$ cat src/rtl/uart_word_tx_pkg.sv
package uart_word_tx_pkg;
  localparam int WORD_W      = 32;
  localparam int CHAR_W      = 8;
  localparam int LANES       = WORD_W / CHAR_W;
  localparam int LANE_W      = $clog2(LANES);
  localparam int FRAME_BITS  = CHAR_W + 2;
  localparam int CMD_W       = 2;
  localparam int CMD_RST_TX  = 0;
  localparam int CMD_CLR_EVT = 1;
endpackage

$ cat src/rtl/uwt_word_fifo.sv
module uwt_word_fifo #(
  parameter int DEPTH = 8,
  parameter int W     = 32
) (
  input  logic         clk_i,
  input  logic         rst_ni,
  input  logic         flush_i,
  input  logic         push_i,
  input  logic [W-1:0] wdata_i,
  input  logic         pop_i,
  output logic [W-1:0] rdata_o,
  output logic         full_o,
  output logic         empty_o
);
  localparam int AW = (DEPTH > 1) ? $clog2(DEPTH) : 1;
  localparam int CW = $clog2(DEPTH + 1);
  localparam logic [AW-1:0] LAST = AW'(DEPTH - 1);

  logic [W-1:0]  mem_q [DEPTH];
  logic [AW-1:0] wr_ptr_q, rd_ptr_q;
  logic [CW-1:0] cnt_q;
  logic          do_push, do_pop;

  assign full_o  = (cnt_q == CW'(DEPTH));
  assign empty_o = (cnt_q == '0);
  assign do_push = push_i && !full_o && !flush_i;
  assign do_pop  = pop_i && !empty_o && !flush_i;
  assign rdata_o = mem_q[rd_ptr_q];

  always_ff @(posedge clk_i or negedge rst_ni) begin
    if (!rst_ni) begin
      wr_ptr_q <= '0;
      rd_ptr_q <= '0;
      cnt_q    <= '0;
    end else if (flush_i) begin
      wr_ptr_q <= '0;
      rd_ptr_q <= '0;
      cnt_q    <= '0;
    end else begin
      if (do_push) wr_ptr_q <= (wr_ptr_q == LAST) ? '0 : wr_ptr_q + 1'b1;
      if (do_pop)  rd_ptr_q <= (rd_ptr_q == LAST) ? '0 : rd_ptr_q + 1'b1;
      case ({do_push, do_pop})
        2'b10:   cnt_q <= cnt_q + 1'b1;
        2'b01:   cnt_q <= cnt_q - 1'b1;
        default: cnt_q <= cnt_q;
      endcase
    end
  end

  always_ff @(posedge clk_i) begin
    if (do_push) mem_q[wr_ptr_q] <= wdata_i;
  end


  fifo_bound_chk: assert property (@(posedge clk_i) disable iff (!rst_ni)
    cnt_q <= CW'(DEPTH));


  fifo_no_underflow_chk: assert property (@(posedge clk_i) disable iff (!rst_ni)
    pop_i |-> !empty_o);
endmodule

$ cat src/rtl/uwt_unpack.sv
module uwt_unpack
  import uart_word_tx_pkg::*;
#(
  parameter int CNT_W = 16
) (
  input  logic              clk_i,
  input  logic              rst_ni,
  input  logic              flush_i,
  input  logic              cnt_we_i,
  input  logic [CNT_W-1:0]  cnt_wdata_i,
  input  logic              fifo_empty_i,
  input  logic [WORD_W-1:0] fifo_rdata_i,
  output logic              fifo_pop_o,
  input  logic              ser_ready_i,
  output logic              load_o,
  output logic [CHAR_W-1:0] char_o,
  output logic              rem_zero_o
);
  logic [WORD_W-1:0] word_q;
  logic              word_vld_q;
  logic [LANE_W-1:0] lane_q;
  logic [CNT_W-1:0]  rem_q;
  logic              last_lane;

  assign rem_zero_o = (rem_q == '0);
  assign fifo_pop_o = !word_vld_q && !fifo_empty_i && !rem_zero_o && !flush_i;
  assign load_o     = word_vld_q && ser_ready_i && !rem_zero_o && !flush_i;
  assign char_o     = word_q[CHAR_W-1:0];
  assign last_lane  = (lane_q == LANE_W'(LANES - 1));

  always_ff @(posedge clk_i or negedge rst_ni) begin
    if (!rst_ni) begin
      word_q     <= '0;
      word_vld_q <= 1'b0;
      lane_q     <= '0;
      rem_q      <= '0;
    end else if (flush_i) begin
      word_vld_q <= 1'b0;
      lane_q     <= '0;
      rem_q      <= '0;
    end else begin
      if (fifo_pop_o) begin
        word_q     <= fifo_rdata_i;
        word_vld_q <= 1'b1;
        lane_q     <= '0;
      end else if (load_o) begin
        word_q <= word_q >> CHAR_W;
        lane_q <= lane_q + 1'b1;
        if (last_lane || rem_q == CNT_W'(1)) word_vld_q <= 1'b0;
      end
      if (cnt_we_i)    rem_q <= cnt_wdata_i;
      else if (load_o) rem_q <= rem_q - 1'b1;
    end
  end


  rem_step_chk: assert property (@(posedge clk_i) disable iff (!rst_ni)
    load_o && !cnt_we_i |=> rem_q == $past(rem_q) - 1'b1);
endmodule

$ cat src/rtl/uwt_serializer.sv
module uwt_serializer
  import uart_word_tx_pkg::*;
#(
  parameter int TICKS_PER_BIT = 16
) (
  input  logic              clk_i,
  input  logic              rst_ni,
  input  logic              flush_i,
  input  logic              tick_i,
  input  logic              load_i,
  input  logic [CHAR_W-1:0] char_i,
  output logic              ready_o,
  output logic              done_o,
  output logic              line_o
);
  localparam int TW = (TICKS_PER_BIT > 1) ? $clog2(TICKS_PER_BIT) : 1;
  localparam int BW = $clog2(FRAME_BITS);

  logic [FRAME_BITS-1:0] shift_q;
  logic [BW-1:0]         bit_q;
  logic [TW-1:0]         tick_q;
  logic                  busy_q, done_q, line_q;

  assign ready_o = !busy_q;
  assign done_o  = done_q;
  assign line_o  = line_q;

  always_ff @(posedge clk_i or negedge rst_ni) begin
    if (!rst_ni) begin
      shift_q <= '1;
      bit_q   <= '0;
      tick_q  <= '0;
      busy_q  <= 1'b0;
      done_q  <= 1'b0;
      line_q  <= 1'b1;
    end else if (flush_i) begin
      busy_q  <= 1'b0;
      done_q  <= 1'b0;
      line_q  <= 1'b1;
      bit_q   <= '0;
      tick_q  <= '0;
    end else begin
      done_q <= 1'b0;
      if (load_i && !busy_q) begin
        shift_q <= {1'b1, char_i, 1'b0};
        line_q  <= 1'b0;
        busy_q  <= 1'b1;
        bit_q   <= '0;
        tick_q  <= '0;
      end else if (busy_q && tick_i) begin
        if (tick_q == TW'(TICKS_PER_BIT - 1)) begin
          tick_q <= '0;
          if (bit_q == BW'(FRAME_BITS - 1)) begin
            busy_q <= 1'b0;
            done_q <= 1'b1;
            line_q <= 1'b1;
          end else begin
            bit_q   <= bit_q + 1'b1;
            shift_q <= shift_q >> 1;
            line_q  <= shift_q[1];
          end
        end else begin
          tick_q <= tick_q + 1'b1;
        end
      end
    end
  end


  start_low_chk: assert property (@(posedge clk_i) disable iff (!rst_ni)
    load_i && !busy_q && !flush_i |=> !line_o);


  stop_high_chk: assert property (@(posedge clk_i) disable iff (!rst_ni)
    done_o |-> line_o);
endmodule

$ cat src/rtl/uart_word_tx.sv
module uart_word_tx
  import uart_word_tx_pkg::*;
#(
  parameter int FIFO_DEPTH    = 8,
  parameter int TICKS_PER_BIT = 16,
  parameter int CNT_W         = 16
) (
  input  logic              clk_i,
  input  logic              rst_ni,
  input  logic              cnt_we_i,
  input  logic [CNT_W-1:0]  cnt_wdata_i,
  input  logic              data_we_i,
  input  logic [WORD_W-1:0] data_wdata_i,
  input  logic              cmd_we_i,
  input  logic [CMD_W-1:0]  cmd_i,
  input  logic              baud_tick_i,
  output logic              txd_o,
  output logic              fifo_space_o,
  output logic              fifo_empty_o,
  output logic              tx_ready_evt_o,
  output logic              overflow_err_o
);
  logic              rst_tx, clr_evt;
  logic              fifo_full, fifo_empty, fifo_pop;
  logic [WORD_W-1:0] fifo_rdata;
  logic              ser_ready, ser_done, load;
  logic [CHAR_W-1:0] char_sel;
  logic              rem_zero;
  logic              evt_q, ovf_q;

  assign rst_tx  = cmd_we_i && cmd_i[CMD_RST_TX];
  assign clr_evt = cmd_we_i && cmd_i[CMD_CLR_EVT];

  uwt_word_fifo #(.DEPTH(FIFO_DEPTH), .W(WORD_W)) i_fifo (
    .clk_i   (clk_i),
    .rst_ni  (rst_ni),
    .flush_i (rst_tx),
    .push_i  (data_we_i),
    .wdata_i (data_wdata_i),
    .pop_i   (fifo_pop),
    .rdata_o (fifo_rdata),
    .full_o  (fifo_full),
    .empty_o (fifo_empty)
  );

  uwt_unpack #(.CNT_W(CNT_W)) i_unpack (
    .clk_i        (clk_i),
    .rst_ni       (rst_ni),
    .flush_i      (rst_tx),
    .cnt_we_i     (cnt_we_i),
    .cnt_wdata_i  (cnt_wdata_i),
    .fifo_empty_i (fifo_empty),
    .fifo_rdata_i (fifo_rdata),
    .fifo_pop_o   (fifo_pop),
    .ser_ready_i  (ser_ready),
    .load_o       (load),
    .char_o       (char_sel),
    .rem_zero_o   (rem_zero)
  );

  uwt_serializer #(.TICKS_PER_BIT(TICKS_PER_BIT)) i_ser (
    .clk_i   (clk_i),
    .rst_ni  (rst_ni),
    .flush_i (rst_tx),
    .tick_i  (baud_tick_i),
    .load_i  (load),
    .char_i  (char_sel),
    .ready_o (ser_ready),
    .done_o  (ser_done),
    .line_o  (txd_o)
  );

  always_ff @(posedge clk_i or negedge rst_ni) begin
    if (!rst_ni) begin
      evt_q <= 1'b0;
      ovf_q <= 1'b0;
    end else begin
      if (ser_done && rem_zero) evt_q <= 1'b1;
      else if (clr_evt)         evt_q <= 1'b0;
      if (rst_tx)                        ovf_q <= 1'b0;
      else if (data_we_i && fifo_full)   ovf_q <= 1'b1;
    end
  end

  assign fifo_space_o   = !fifo_full;
  assign fifo_empty_o   = fifo_empty;
  assign tx_ready_evt_o = evt_q;
  assign overflow_err_o = ovf_q;


  err_sticky_chk: assert property (@(posedge clk_i) disable iff (!rst_ni)
    overflow_err_o && !rst_tx |=> overflow_err_o);


  evt_sticky_chk: assert property (@(posedge clk_i) disable iff (!rst_ni)
    tx_ready_evt_o && !clr_evt |=> tx_ready_evt_o);


  flush_chk: assert property (@(posedge clk_i) disable iff (!rst_ni)
    rst_tx |=> fifo_empty_o && txd_o && !overflow_err_o);
endmodule

$ cat config.mk
export PLATFORM = sky130hd
export DESIGN_NAME = uart_word_tx
export DESIGN_NICKNAME = d
export VERILOG_FILES = /design/src/rtl/uart_word_tx_pkg.sv /design/src/rtl/uwt_word_fifo.sv /design/src/rtl/uwt_unpack.sv /design/src/rtl/uwt_serializer.sv /design/src/rtl/uart_word_tx.sv
export SDC_FILE = /design/constraint.sdc
export NUM_CORES = 1
export LEC_CHECK = 0
export BUFFER_PORTS_ARGS = -buffer_cell sky130_fd_sc_hd__buf_2
export CAP_MARGIN = 25
export CORE_MARGIN = 8
export CORE_UTILIZATION = 45
export CTS_BUF_LIST = sky130_fd_sc_hd__clkbuf_4
export DETAILED_ROUTE_END_ITERATION = 12
export SYNTH_ARGS = -nofsm -noshare
export SYNTH_HDL_FRONTEND = slang
export SYNTH_SLANG_ARGS = --single-unit
$ cat constraint.sdc
create_clock -name clk_i -period 5.55 [get_ports clk_i]
set_input_delay 0.555 -clock clk_i [delete_from_list [all_inputs] [get_ports clk_i]]
set_output_delay 0.555 -clock clk_i [all_outputs]
set_load 0.005 [all_outputs]
# Word-level counts from Yosys, hierarchy flattened
# Memories as Yosys holds them, arrays and structs flattened.
# Cells that the tools add are included.
dict set report classes {
  n_addsub 8
  n_mul 0
  n_div 0
  magnitude_cmp 0
  eq_ne 11
  shift 0
  n_mux 54
  n_bitwise 1
  n_reduce_logical 45
}
# operator count
set ops {}
lappend ops {{32-bit two-way mux} 2}
lappend ops {{16-bit two-way mux} 3}
lappend ops {{10-bit two-way mux} 4}
lappend ops {{4-bit two-way mux} 10}
lappend ops {{1-bit two-way mux} 25}
lappend ops {{3-bit nonzero test} 7}
lappend ops {{3-bit two-way mux} 6}
lappend ops {{16-bit by 1-bit == test with 1-bit output (second input constant)} 1}
lappend ops {{1-bit logical AND} 16}
lappend ops {{16-bit logical NOT} 1}
lappend ops {{16-bit by 1-bit subtractor with 16-bit output (second input constant)} 1}
lappend ops {{2-bit nonzero test} 7}
lappend ops {{4-bit by 1-bit adder with 4-bit output (second input constant)} 3}
lappend ops {{4-bit == test (second input constant)} 3}
lappend ops {{4-bit one-hot mux with 2 select lines} 1}
lappend ops {{3-bit by 1-bit adder with 3-bit output (second input constant)} 2}
lappend ops {{3-bit == test (second input constant)} 2}
lappend ops {{1-bit logical NOT} 6}
lappend ops {{2-bit two-way mux} 3}
lappend ops {{2-bit AND reduction} 3}
lappend ops {{3-bit AND reduction} 2}
lappend ops {{2-bit == test (second input constant)} 2}
lappend ops {{4-bit logical NOT} 1}
lappend ops {{4-bit AND reduction} 1}
lappend ops {{7 further kinds} 7}
dict set report totals {
  regBits 84
  latch_bits 0
  mem_bits_rw 256
  romBits 0
  input_bits 56
  wordCells 135
  memories 1
}
# memory depth width read_ports rd_ports_with_merged_regs wr line
set mem_list {}
lappend mem_list {i_fifo.mem_q 8 32 1 0 1 uwt_word_fifo.sv:19} ;# logic [W-1:0] mem_q [DEPTH];

# Logic depth before layout (Yosys ltp)
# Gate-level depths: netlist of the first run.
dict set report logic_depth {
  depth_word 10
  mapped_depth 14
  mapped_depth_nobuf 13
}

# By module
# From an unflattened synthesis of the first run, not the netlist that was laid out.
dict set report hier_totals {
  hier_cells 833
  area_unflattened_um2 14308.7
}
# module instances cells_each area_per_inst_um2 seq_area_each_um2
set modules_own_cells {}
lappend modules_own_cells {uwt_word_fifo 1 453 10347.4 7937.6}
lappend modules_own_cells {uwt_unpack 1 250 2667.6 1276.2}
lappend modules_own_cells {uwt_serializer 1 122 1207.4 513.0}
lappend modules_own_cells {uart_word_tx 1 8 86.3 50.0}

# Worst setup path after synthesis of the first run
# OpenSTA, ideal clock, no wires.
dict set report synth_path {
  path_kind {reg-to-reg}
  from {register i_fifo.cnt_q[3]}
  to {memory i_fifo.mem_q[0][0] (enable)}
  setup_ns 0.461
  arrival_ns 3.460
  path_slack_ns 1.629
  stages_incl_launch_ff 6
  path_buffers 1
  synth_period_minus_slack_ns 3.921
  path_cell_list {dfrtp_1 or4b_2 clkbuf_1 nand3_1 or2_2 nor3_1}
}
dict set report synth_via {
  elab_chain_len 6
}
# item line
set synth_lines {}
lappend synth_lines {{start: declaration} uwt_word_fifo.sv:21} ;# logic [CW-1:0] cnt_q;
lappend synth_lines {{start signal: assignment} uwt_word_fifo.sv:43} ;# 2'b10: cnt_q <= cnt_q + 1'b1;
lappend synth_lines {{start signal: assignment} uwt_word_fifo.sv:44} ;# 2'b01: cnt_q <= cnt_q - 1'b1;
lappend synth_lines {{start signal: assignment} uwt_word_fifo.sv:45} ;# default: cnt_q <= cnt_q;
lappend synth_lines {{4-bit == test} uwt_word_fifo.sv:24} ;# assign full_o = (cnt_q == CW'(DEPTH));
lappend synth_lines {{1-bit logical NOT} -}
lappend synth_lines {{via fifo_space_o} uart_word_tx.sv:18} ;# output logic fifo_space_o,
lappend synth_lines {{1-bit logical AND (2 in series)} uwt_word_fifo.sv:26} ;# assign do_push = push_i && !full_o && !flush_i;
lappend synth_lines {{1-bit two-way mux} uwt_word_fifo.sv:51} ;# if (do_push) mem_q[wr_ptr_q] <= wdata_i;
lappend synth_lines {{1-bit two-way mux (not written as such)} uwt_word_fifo.sv:51}
lappend synth_lines {{end: declaration} uwt_word_fifo.sv:19}
# The timed path passes the listed nets, and every way through them passes these cells.

# Final worst setup path of the first run
dict set report layout_path {
  from {register i_fifo.cnt_q[1]}
  to {register i_fifo.cnt_q[3]}
}
dict set report layout_via {
  elab_chain_len 10
}
# item line
set layout_lines {}
lappend layout_lines {{4-bit logical NOT} uwt_word_fifo.sv:25} ;# assign empty_o = (cnt_q == '0);
lappend layout_lines {{1-bit logical NOT} {uwt_word_fifo.sv:27, uwt_unpack.sv:26}}
lappend layout_lines {{1-bit logical AND (3 in series)} uwt_unpack.sv:26} ;# assign fifo_pop_o = !word_vld_q && !fifo_empty_i && !rem_zero_o && !flush_i;
lappend layout_lines {{1-bit logical AND (2 in series)} uwt_word_fifo.sv:27} ;# assign do_pop = pop_i && !empty_o && !flush_i;
lappend layout_lines {{2-bit by 1-bit == test with 1-bit output / 2-bit == test (equally long branches)} uwt_word_fifo.sv:42} ;# case ({do_push, do_pop})
lappend layout_lines {{4-bit one-hot mux with 2 select lines} uwt_word_fifo.sv:42}
lappend layout_lines {{4-bit two-way mux} uwt_word_fifo.sv:35} ;# end else if (flush_i) begin
# Several ways; a longest one is shown, not always the timed one.
# A chain may end at the register's enable or synchronous reset.

==> impl_metrics.toml, run 1 <==
[yosys]
synth_adder_area_share = 0.0123
synth_compound_area_frac = 0.0737
synth_top_family_by_area = "multiplexers"
synth.yosys.warnings = 0
ys.flop_type = "edfxtp_1"
synth-seq-cells = 339
syn_avg_cell_area_um2 = 16.4
synthesis.nets = 938
synth-edff-count = 256
async_flop_share = 0.245
synthesis.area_um2 = 14300
synth.distinct_cells = 62
synth-simple-area-share = 0.0750
synth_cells = 868
ys_seq_area_frac = 0.686
synth_xor_area_frac = 0.00369
muxShareOfSynthArea = 0.129

[floorplan]
dieArea_um2 = 37600
die_x_um = 194
initial_core_util = 0.454
io_pins = 61
rows = 65
die_h_um = 194
fp.coreArea_um2 = 31400

[detailed_routing]
num_vias = 8298
postRouteAntennaNets = 0
firstDrtPassIters = 5
drc = 0
drt_iter0_drc = 501
wire_per_inst_um = 21.0
drt-vias-per-instance = 5.71
totalWireLength_um = 30500

[grt]
grt_pass1_vias = 8554
grt_pass1_wl_um = 48200
antenna_found_initial = 4
track_usage = 0.163
grt_max_degree = 83
overflow = 0

[clock_tree]
cts.htree.levels = 3
cts_tree = "done"
cts_buffers = 88
cts.sinks = 339
ctsResizeCount = 0
clk_pin_slew_worst_paths_ns = 0.07
cts_hold_buf = 1
clk_latency_ns = 0.73
cts-root-buf = "clkbuf_4"
cts_setup_buffers = 0
cts_buffer_depth = 3

[worst_setup_path]
path_class = "flop to flop"
ff2ff_path_depth = 10
crit_fanout = 29
worst-r2r-setup-slack_ns = 1.74
cp.required_ns = 6.16
crit_arrival_ns = 4.42
r2r-start = "i_fifo.cnt_q[1]$_DFFE_PN0P_"
r2r_end = "i_fifo.cnt_q[3]$_DFFE_PN0P_"
setup.worst_path.end_class = "flop"
start_kind = "flop"

[power_and_ir_drop]
comb_power_share = 0.254
p_sw_frac = 0.297
powerDensity_nw_per_um2 = 464
seqPwrFrac = 0.449
p_total_w = 0.00757
leakage_nw = 5.74
p_int_w = 0.00532
p_sw_w = 0.00225
p_clk_frac = 0.296
vdd_drop_max_mv = 0.221

[place]
gp_congestion = 0.797
hpwl_um = 18100
placed_area_um2 = 15100
port_buffers = 60
post-place-ws_ns = 1.81

[final_layout]
drive_above_1_share = 0.313
fin_area_um2 = 16300
final_net_count = 1055
syn2layout_area_growth_pct = 14.5
post-route-util = 0.520

[timing]
rsz0062_at_grt = "no"
final_max_slew_viol_count = 0
worstMarginPinSlew_ns = 0.939
maxSlewHeadroom = 0.374
period_minus_slack_ns = 3.81
tns_ns = 0
fin_crit_sh = 0.686
hold_viol_final = 0
maxClockFrequency_ghz = 0.263
finalSetupViolations = 0
fin_skew_ns = 0.0548
layout_setup_ws_ns = 1.74

[outcome]
status = "completed"

[run]
max_cap_viol_count = 0

[hold_path]
hold_path_end = "i_fifo.mem_q[0][16]$_DFFE_PP_"
holdPathStages = 1
hp-start = "data_wdata_i[16]"
hp-class = "primary input to flop"
sequential cells by signal, summed over array words and instances, names as in the netlist:
name                 count
i_unpack.lane_q          2
i_fifo.rd_ptr_q          3
overflow_err_o           1
i_ser.busy_q             1
i_unpack.word_vld_q      1
tx_ready_evt_o           1
i_fifo.wr_ptr_q          3
i_ser.done_o             1
i_ser.bit_q              4
i_fifo.mem_q           256
i_fifo.cnt_q             4
i_unpack.rem_q          16
i_ser.shift_q            9
i_ser.tick_q             4
i_unpack.word_q         32
i_ser.line_o             1
cells in the mapped netlist, types with 21 or more instances:
| cell type | instances | area [um^2] |
|---|---|---|
| edfxtp_1 | 256 | 7690 |
| dfrtp_1 | 73 | 1830 |
| mux4_2 | 64 | 1440 |
| mux2i_1 | 40 | 400 |
| clkbuf_1 | 36 | 135 |
| nand4_1 | 30 | 188 |
| a21boi_0 | 26 | 195 |
| nor2_1 | 26 | 97.6 |
| o31a_1 | 26 | 228 |
| nand3_1 | 25 | 125 |
| o21ai_0 | 23 | 115 |
| and3_1 | 21 | 131 |
power by group through the flow:
stage / Combinational, W / Sequential [W] / Clock, W
global placement: 0.00182 / 0.00350 / 0
global route: 0.00212 / 0.00345 / 0.00245
detailed placement: 0.00186 / 0.00351 / 0
CTS: 0.00187 / 0.00346 / 0.00233
floorplan: 0.00147 / 0.00331 / 0
finish: 0.00192 / 0.00340 / 0.00224
how the worst max path moves through the flow:
| stage | startpoint | to | slack, ns |
|---|---|---|---|
| 3_3_place_gp | i_fifo.cnt_q[1]$_DFFE_PN0P_ | i_fifo.cnt_q[3]$_DFFE_PN0P_ | 1.43 |
| 6_report | i_fifo.cnt_q[1]$_DFFE_PN0P_ | i_fifo.cnt_q[3]$_DFFE_PN0P_ | 1.74 |
| 3_5_place_dp | i_fifo.cnt_q[1]$_DFFE_PN0P_ | i_fifo.cnt_q[3]$_DFFE_PN0P_ | 1.81 |
| 2_1_floorplan | i_fifo.cnt_q[3]$_DFFE_PN0P_ | i_fifo.mem_q[0][0]$_DFFE_PP_ | 1.63 |
| 4_1_cts | i_fifo.cnt_q[1]$_DFFE_PN0P_ | i_fifo.cnt_q[3]$_DFFE_PN0P_ | 1.79 |
| 5_1_grt | i_fifo.cnt_q[1]$_DFFE_PN0P_ | i_fifo.cnt_q[3]$_DFFE_PN0P_ | 1.42 |
logic make-up (layout without fill, tap and decap cells):
logic type	count (synthesis)	after routing
fa+ha+maj	14	14
xor+xnor	6	6
buf+inv	73	256
flops	339	339
mux	104	104
compound gates	146	146
simple gates	186	186
other cells	0	1
critical path: stages (launching register included):
cell,delay (ns)
dfrtp_1,0.45
nor4_1,0.14
nor2_2,0.54
nand3_1,0.50
inv_2,0.58
ha_1,0.35
ha_1,0.30
a21boi_0,0.18
o22ai_1,0.10
a221oi_1,0.35
mux2i_1,0.21
cell usage in the layout, fill, tap and decap left out, types with 7 or more instances in the layout:
cell and n:
mux4_2 64, o31a_1 26, nand4_1 30, nor2_1 18, nor3_1 17, o21ai_0 23
dfstp_2 10, edfxtp_1 256, a21oi_1 16, nand3_1 25, buf_2 59, a21boi_0 26
clkbuf_4 144, nor2_4 7, nand2_1 16, mux2i_1 40, ha_1 14, o22ai_1 9
nor4_1 8, buf_4 17, a31oi_1 10, and3_1 21, inv_1 19, dfrtp_1 70
metrics by stage:
| step | hold slack, ns | instances |
|---|---|---|
| 6_report | 0.0824 | 1454 |
| 4_1_cts | 0.00697 | 1451 |
| 5_1_grt | 0.0242 | 1454 |
| 3_5_place_dp | 0.467 | 1294 |
| 2_1_floorplan | 0.259 | 868 |
| 3_3_place_gp | 0.462 | 1293 |
layout make-up:
| cell class | count | area [um^2] |
|---|---|---|
| antenna | 1 | 2.50 |
| clock buffer | 144 | 1080 |
| clock inverter | 12 | 120 |
| fill | 2605 | 15100 |
| inverter | 20 | 75.1 |
| multi-input combinational | 456 | 4260 |
| sequential | 339 | 9780 |
| tap | 402 | 503 |
| timing repair buffer | 80 | 495 |
layer usage:
| metal | wire length, um | GRT usage | up-vias |
|---|---|---|---|
| met1 | 13300 | 0.209 | 4199 |
| met4 | 562 | 0.0656 | 6 |
| met5 | 41 | 0 | - |
| met3 | 1740 | 0.0439 | 59 |
| li1 | - | - | 3814 |
| met2 | 14900 | 0.261 | 220 |
No activity file was read; power rests on OpenSTA's default activity.
==> run 2, diff against run 1 <==
==> constraint.sdc (replaced) <==
create_clock -name clk_i -period 3.15 [get_ports clk_i]
set_input_delay 0.315 -clock clk_i [delete_from_list [all_inputs] [get_ports clk_i]]
set_output_delay 0.315 -clock clk_i [all_outputs]
set_load 0.005 [all_outputs]
==> run 2 against run 1 <==
Net effect:
- first-iteration DRC count grew 19%
- clock power grew 74%
- power grew 77%
- critical path depth grew 2
- maximum frequency grew 31%
- wire length grew 3.3%
- setup slack lost 1.5 ns
- cell count grew 5.0%
- worst hold slack lost 0.0055 ns
- die area is the same
==> impl_metrics.toml, run 2 (synthesis results as in run 1) <==
[timing]
maxClockFrequency_ghz = 0.344
period_minus_slack_ns = 2.90
final_max_slew_viol_count = 0
fin_skew_ns = 0.0532
worstMarginPinSlew_ns = 0.768
finalSetupViolations = 0
tns_ns = 0
maxSlewHeadroom = 0.488
rsz0062_at_grt = "no"
fin_crit_sh = 0.922
hold_viol_final = 0

[worst_setup_path]
cp_top_family = "adder cells"
endpoint = "i_fifo.cnt_q[3]$_DFFE_PN0P_"
setup.worst_path.end_class = "flop"
start_kind = "flop"
crit_slowest_cell = "dfrtp_1"
crit_start = "i_unpack.rem_q[0]$_DFFE_PN0P_"
path_buf_inv = 2
r2r-start = "i_unpack.rem_q[0]$_DFFE_PN0P_"
path_class = "flop to flop"
r2r_end = "i_fifo.cnt_q[3]$_DFFE_PN0P_"
ff2ff_path_depth = 12
cp_common_cell = "ha_1"
crit_fanout = 6
cp.required_ns = 3.74
cp_slowest_stage_delay_ns = 0.41
worstPathCellList = "inv_1 -> ha_1 -> nor4b_2 -> nand4_1 -> nand3_1 -> inv_2 -> ha_1 -> ha_1 -> a21boi_0 -> o22ai_1 -> a221oi_1 -> mux2i_1"
crit_arrival_ns = 3.49
crit_cells = 12
worst-r2r-setup-slack_ns = 0.25

[detailed_routing]
drc = 0
drt_iter0_drc = 596
drt-vias-per-instance = 5.60
postRouteAntennaNets = 0
num_vias = 8543
wire_per_inst_um = 20.7
totalWireLength_um = 31500
firstDrtPassIters = 6

[outcome]
status = "completed"

[floorplan]
io_pins = 61
die_x_um = 194
die_h_um = 194
initial_core_util = 0.454
dieArea_um2 = 37600
fp.coreArea_um2 = 31400
rows = 65

[grt]
grt_pass1_vias = 9094
track_usage = 0.170
grt_pass1_wl_um = 50700
overflow = 0
antenna_found_initial = 1
grt_max_degree = 83

[clock_tree]
clk_pin_slew_worst_paths_ns = 0.06
cts-root-buf = "clkbuf_4"
cts_tree = "done"
cts_buffers = 89
clk_latency_ns = 0.71
cts.sinks = 339
cts_buffer_depth = 3
cts.htree.levels = 3

[final_layout]
final_common_cell = "edfxtp_1"
syn2layout_area_growth_pct = 19.0
drive_above_1_share = 0.298
top_regs = "i_fifo.mem_q x256, i_unpack.word_q x32, i_unpack.rem_q x16"
top_register = "i_fifo.mem_q"
final_net_count = 1122
largest_register_ff_count = 256
layout_common_cells = "256 x edfxtp_1, 136 x clkbuf_4, 70 x dfrtp_1, 64 x mux4_2, 59 x buf_2"

[place]
gp_congestion = 0.826
port_buffers = 60
hpwl_um = 18500

[power_and_ir_drop]
powerDensity_nw_per_um2 = 789
vdd_drop_max_mv = 0.359
leakage_nw = 6.00
p_total_w = 0.0134

[run]
max_cap_viol_count = 0

[hold_path]
hp-class = "primary input to flop"
[run 2: changes by cell type in the layout (fill, tap and decap cells not counted), moves of 2 or more]
| cell | delta |
|---|---|
| dlygate4sd3_1 | +54 |
| clkinv_1 | +13 |
| buf_4 | +11 |
| clkbuf_4 | -8 |
| buf_12 | +3 |
| clkinv_2 | +2 |
| clkinvlp_4 | +2 |
| nor3_2 | -2 |
| nor3_4 | +2 |
[run 2: worst reg2reg max path: stages, from the launching register on]
cell,delay (ns)
dfrtp_1,0.41
inv_1,0.09
ha_1,0.24
nor4b_2,0.26
nand4_1,0.19
nand3_1,0.18
inv_2,0.05
ha_1,0.21
ha_1,0.34
a21boi_0,0.19
o22ai_1,0.10
a221oi_1,0.35
mux2i_1,0.22
[run 2: metal layers]
layer  vias up  track usage  share of wire  wire length (um)
met4         0       0.0608          0.014               444
met5         -            0              0                 0
met1      4329        0.225           0.45             14200
met2       215        0.275           0.49             15400
met3        30       0.0366          0.046              1440
li1       3969            -              -                 -
[run 2: where the power goes]
| group | switching (W) | leakage, nW | internal, W |
|---|---|---|---|
| sequential | 0.000379 | 3.33 | 0.00553 |
| clock | 0.00177 | 0.699 | 0.00214 |
| combinational | 0.00186 | 1.97 | 0.00171 |
[run 2: how the worst min path moves through the flow]
stage,startpoint,end,slack (ns),depth (start not counted)
after floorplan,rst_ni,i_fifo.cnt_q[0]$_DFFE_PN0P_,0.02,0
after global placement,rst_ni,i_ser.tick_q[3]$_DFFE_PN0N_,0.44,1
after detailed placement,rst_ni,i_ser.tick_q[3]$_DFFE_PN0N_,0.43,1
after CTS,cmd_we_i,i_unpack.word_vld_q$_DFFE_PN0P_,0.02,3
after global routing,cmd_we_i,i_unpack.word_vld_q$_DFFE_PN0P_,0.05,3
final,cmd_we_i,i_unpack.word_vld_q$_DFFE_PN0P_,0.08,3
[run 2: layout make-up]
class	count	area, um^2
clock inverters	26	170
clock buffers	136	1020
multi-input cells	456	4270
flip-flops and latches	339	9780
fillers	2624	14400
inverters	20	75.1
diodes	1	2.50
repair buffers	146	1140
well taps	402	503
[run 2: metrics by stage]
stage / setup slack (ns) / util / instance area (um^2) / hold slack (ns) / cells
2_1_floorplan: 0.00292 / - / 14300 / 0.0194 / 868
4_1_cts: 0.136 / 0.540 / 17000 / 0.0176 / 1525
3_5_place_dp: 0.188 / 0.485 / 15200 / 0.433 / 1308
6_report: 0.246 / 0.540 / 17000 / 0.0768 / 1526
3_3_place_gp: 0.243 / 0.485 / 15200 / 0.437 / 1308
5_1_grt: 0.0286 / 0.540 / 17000 / 0.0502 / 1526
[run 2: what timing repair did]
action                                  4_1_cts  5_1_grt
endpoints found under the setup margin        0        1
hold buffers                                 55        0
gates resized for setup                       0        1
endpoints found under the hold margin       325        0
buffers inserted                              0        0
==> run 3, diff against run 2 <==
--- a/config.mk
+++ b/config.mk
@@ -8,9 +8,10 @@
 export BUFFER_PORTS_ARGS = -buffer_cell sky130_fd_sc_hd__buf_2
 export CAP_MARGIN = 25
 export CORE_MARGIN = 8
-export CORE_UTILIZATION = 45
+export CORE_UTILIZATION = 53
 export CTS_BUF_LIST = sky130_fd_sc_hd__clkbuf_4
 export DETAILED_ROUTE_END_ITERATION = 12
+export PLACE_DENSITY = 0.73
 export SYNTH_ARGS = -nofsm -noshare
 export SYNTH_HDL_FRONTEND = slang
 export SYNTH_SLANG_ARGS = --single-unit
==> run 3 against run 2 <==
Net effect:
- clock skew decreased by 0.011 ns
- worst hold slack got worse by 0.015 ns
- largest cell class unchanged
- clock-buffer cell count decreased by 5
- clock power decreased by 3%
- critical path type unchanged
- die area decreased by 14%
- setup slack got worse by 0.043 ns
==> impl_metrics.toml, run 3 (synthesis results as in run 1) <==
[clock_tree]
cts_buffers = 86
cts_setup_buffers = 0
cts.sinks = 339
clk_latency_ns = 0.70
cts.htree.levels = 3
cts_tree = "done"
clk_pin_slew_worst_paths_ns = 0.07
cts-root-buf = "clkbuf_4"
cts_buffer_depth = 3

[worst_setup_path]
crit_fanout = 7
r2r-start = "i_fifo.cnt_q[1]$_DFFE_PN0P_"
cp.required_ns = 3.75
crit_start = "i_fifo.cnt_q[1]$_DFFE_PN0P_"
crit_slowest_cell = "or4b_2"
path_class = "flop to flop"
start_kind = "flop"
path_buf_inv = 0
worst-r2r-setup-slack_ns = 0.20
crit_arrival_ns = 3.54
cp_slowest_stage_delay_ns = 0.79
worstPathCellList = "or4b_2 -> nand3_1 -> ha_1 -> ha_1 -> a21boi_0 -> o22ai_1 -> a221oi_1 -> mux2i_1"
setup.worst_path.end_class = "flop"
cp_common_cell = "ha_1"
cp_top_family = "simple AND/OR/NAND/NOR gates"

[hold_path]
hp-start = "cnt_we_i"
hp-class = "primary input to flop"

[floorplan]
die_h_um = 180
initial_core_util = 0.535
fp.coreArea_um2 = 26700
rows = 60
io_pins = 61
die_x_um = 180
dieArea_um2 = 32400

[power_and_ir_drop]
vdd_drop_max_mv = 0.469
p_total_w = 0.0132
leakage_nw = 5.96
powerDensity_nw_per_um2 = 786

[final_layout]
nFillCells = 1908
post-route-util = 0.630
top_regs = "i_fifo.mem_q x256, i_unpack.word_q x32, i_unpack.rem_q x16"
drive_above_1_share = 0.296
final_cell_count_no_fill = 1450
syn2layout_area_growth_pct = 17.9
final_net_count = 1115
layout_common_cells = "256 x edfxtp_1, 131 x clkbuf_4, 70 x dfrtp_1, 64 x mux4_2, 59 x buf_2"
top_register = "i_fifo.mem_q"
largest_register_ff_count = 256
final_common_cell = "edfxtp_1"

[timing]
layout_setup_ws_ns = 0.203
hold_viol_final = 0
finalSetupViolations = 0
maxSlewHeadroom = 0.458
final_max_slew_viol_count = 0
fin_crit_sh = 0.936
maxClockFrequency_ghz = 0.339
tns_ns = 0
fin_skew_ns = 0.0423
period_minus_slack_ns = 2.95
rsz0062_at_grt = "no"
worstMarginPinSlew_ns = 0.814

[detailed_routing]
drt_iter0_drc = 742
m1WireLength_um = 12600
firstDrtPassIters = 5
top_layer = "met4"
drc = 0
num_vias = 8553
totalWireLength_um = 30300
postRouteAntennaNets = 0
met2WireLength_um = 15000
drt-vias-per-instance = 5.90
wire_per_inst_um = 20.9
dr_wl_met3_um = 1600

[grt]
grt_pass1_vias = 8910
antenna_found_initial = 1
grt_max_degree = 83
grt_pass1_wl_um = 48500
track_usage = 0.189
overflow = 0

[place]
post-place-ws_ns = 0.0508
port_buffers = 60
dp_cells = 1244
gp_congestion = 0.894
hpwl_um = 17400

[outcome]
status = "completed"

[run]
max_cap_viol_count = 0
[run 3: cell types whose count changed in the layout (fill, tap and decap cells not counted), sizes merged]
| cell | change |
|---|---|
| buf | -3 |
| clkbuf | -5 |
| clkinvlp | -2 |
| clkinv | -8 |
| inv | +4 |
| dlygate4sd3 | -1 |
[run 3: path summary, 6_finish.rpt]
check	endpoint	cells past startpoint
setup / recovery	i_fifo.cnt_q[3]$_DFFE_PN0P_	8
hold reg to reg	tx_ready_evt_o$_DFFE_PN0P_	1
hold / removal	i_unpack.rem_q[13]$_DFFE_PN0P_	3
setup reg to reg	i_fifo.cnt_q[3]$_DFFE_PN0P_	8
max in group asynchronous	i_ser.line_o$_DFFE_PN1P_	3
min in group asynchronous	i_unpack.rem_q[8]$_DFFE_PN0P_	2
[run 3: layout make-up]
class / instances / area, um^2 / share of cell area
tap: 341 / 427 / 0.0254
sequential: 339 / 9780 / 0.582
inverter: 20 / 75.1 / 0.00447
clock buffer: 131 / 983 / 0.0585
timing repair buffer: 142 / 1090 / 0.0649
antenna: 1 / 2.50 / 0.000149
clock inverter: 20 / 154 / 0.00916
multi-input combinational: 456 / 4280 / 0.255
[run 3: power breakdown]
| part | leakage [nW] | internal (W) | switching, W |
|---|---|---|---|
| Combinational | 1.95 | 0.00168 | 0.00182 |
| Sequential | 3.33 | 0.00553 | 0.000391 |
| Clock | 0.676 | 0.00207 | 0.00171 |
| Total | 5.96 | 0.00928 | 0.00392 |
[run 3: timing repair]
action | CTS | global route
hold buffers | 54 | 0
hold endpoints to repair | 327 | 0
endpoints found under the setup margin | 0 | 1
gates resized for setup | 0 | 4
[run 3: metal layers]
layer,track usage,vias up
li1,-,3939
met1,0.237,4264
met2,0.316,271
met3,0.0389,79
met4,0.0824,0
met5,0,-
[run 3: worst min-delay path: cells and delay by family]
family                 cells  cell delay, ns
buffers and inverters      1            0.19
and+or+nand+nor            2            0.17
[run 3: stage by stage]
| step | area (um^2) | hold slack [ns] |
|---|---|---|
| 2_1_floorplan | 14300 | 0.0194 |
| 3_3_place_gp | 15100 | 0.458 |
| 3_5_place_dp | 15100 | 0.451 |
| 4_1_cts | 16800 | 0.0113 |
| 5_1_grt | 16800 | 0.0385 |
| 6_report | 16800 | 0.0613 |
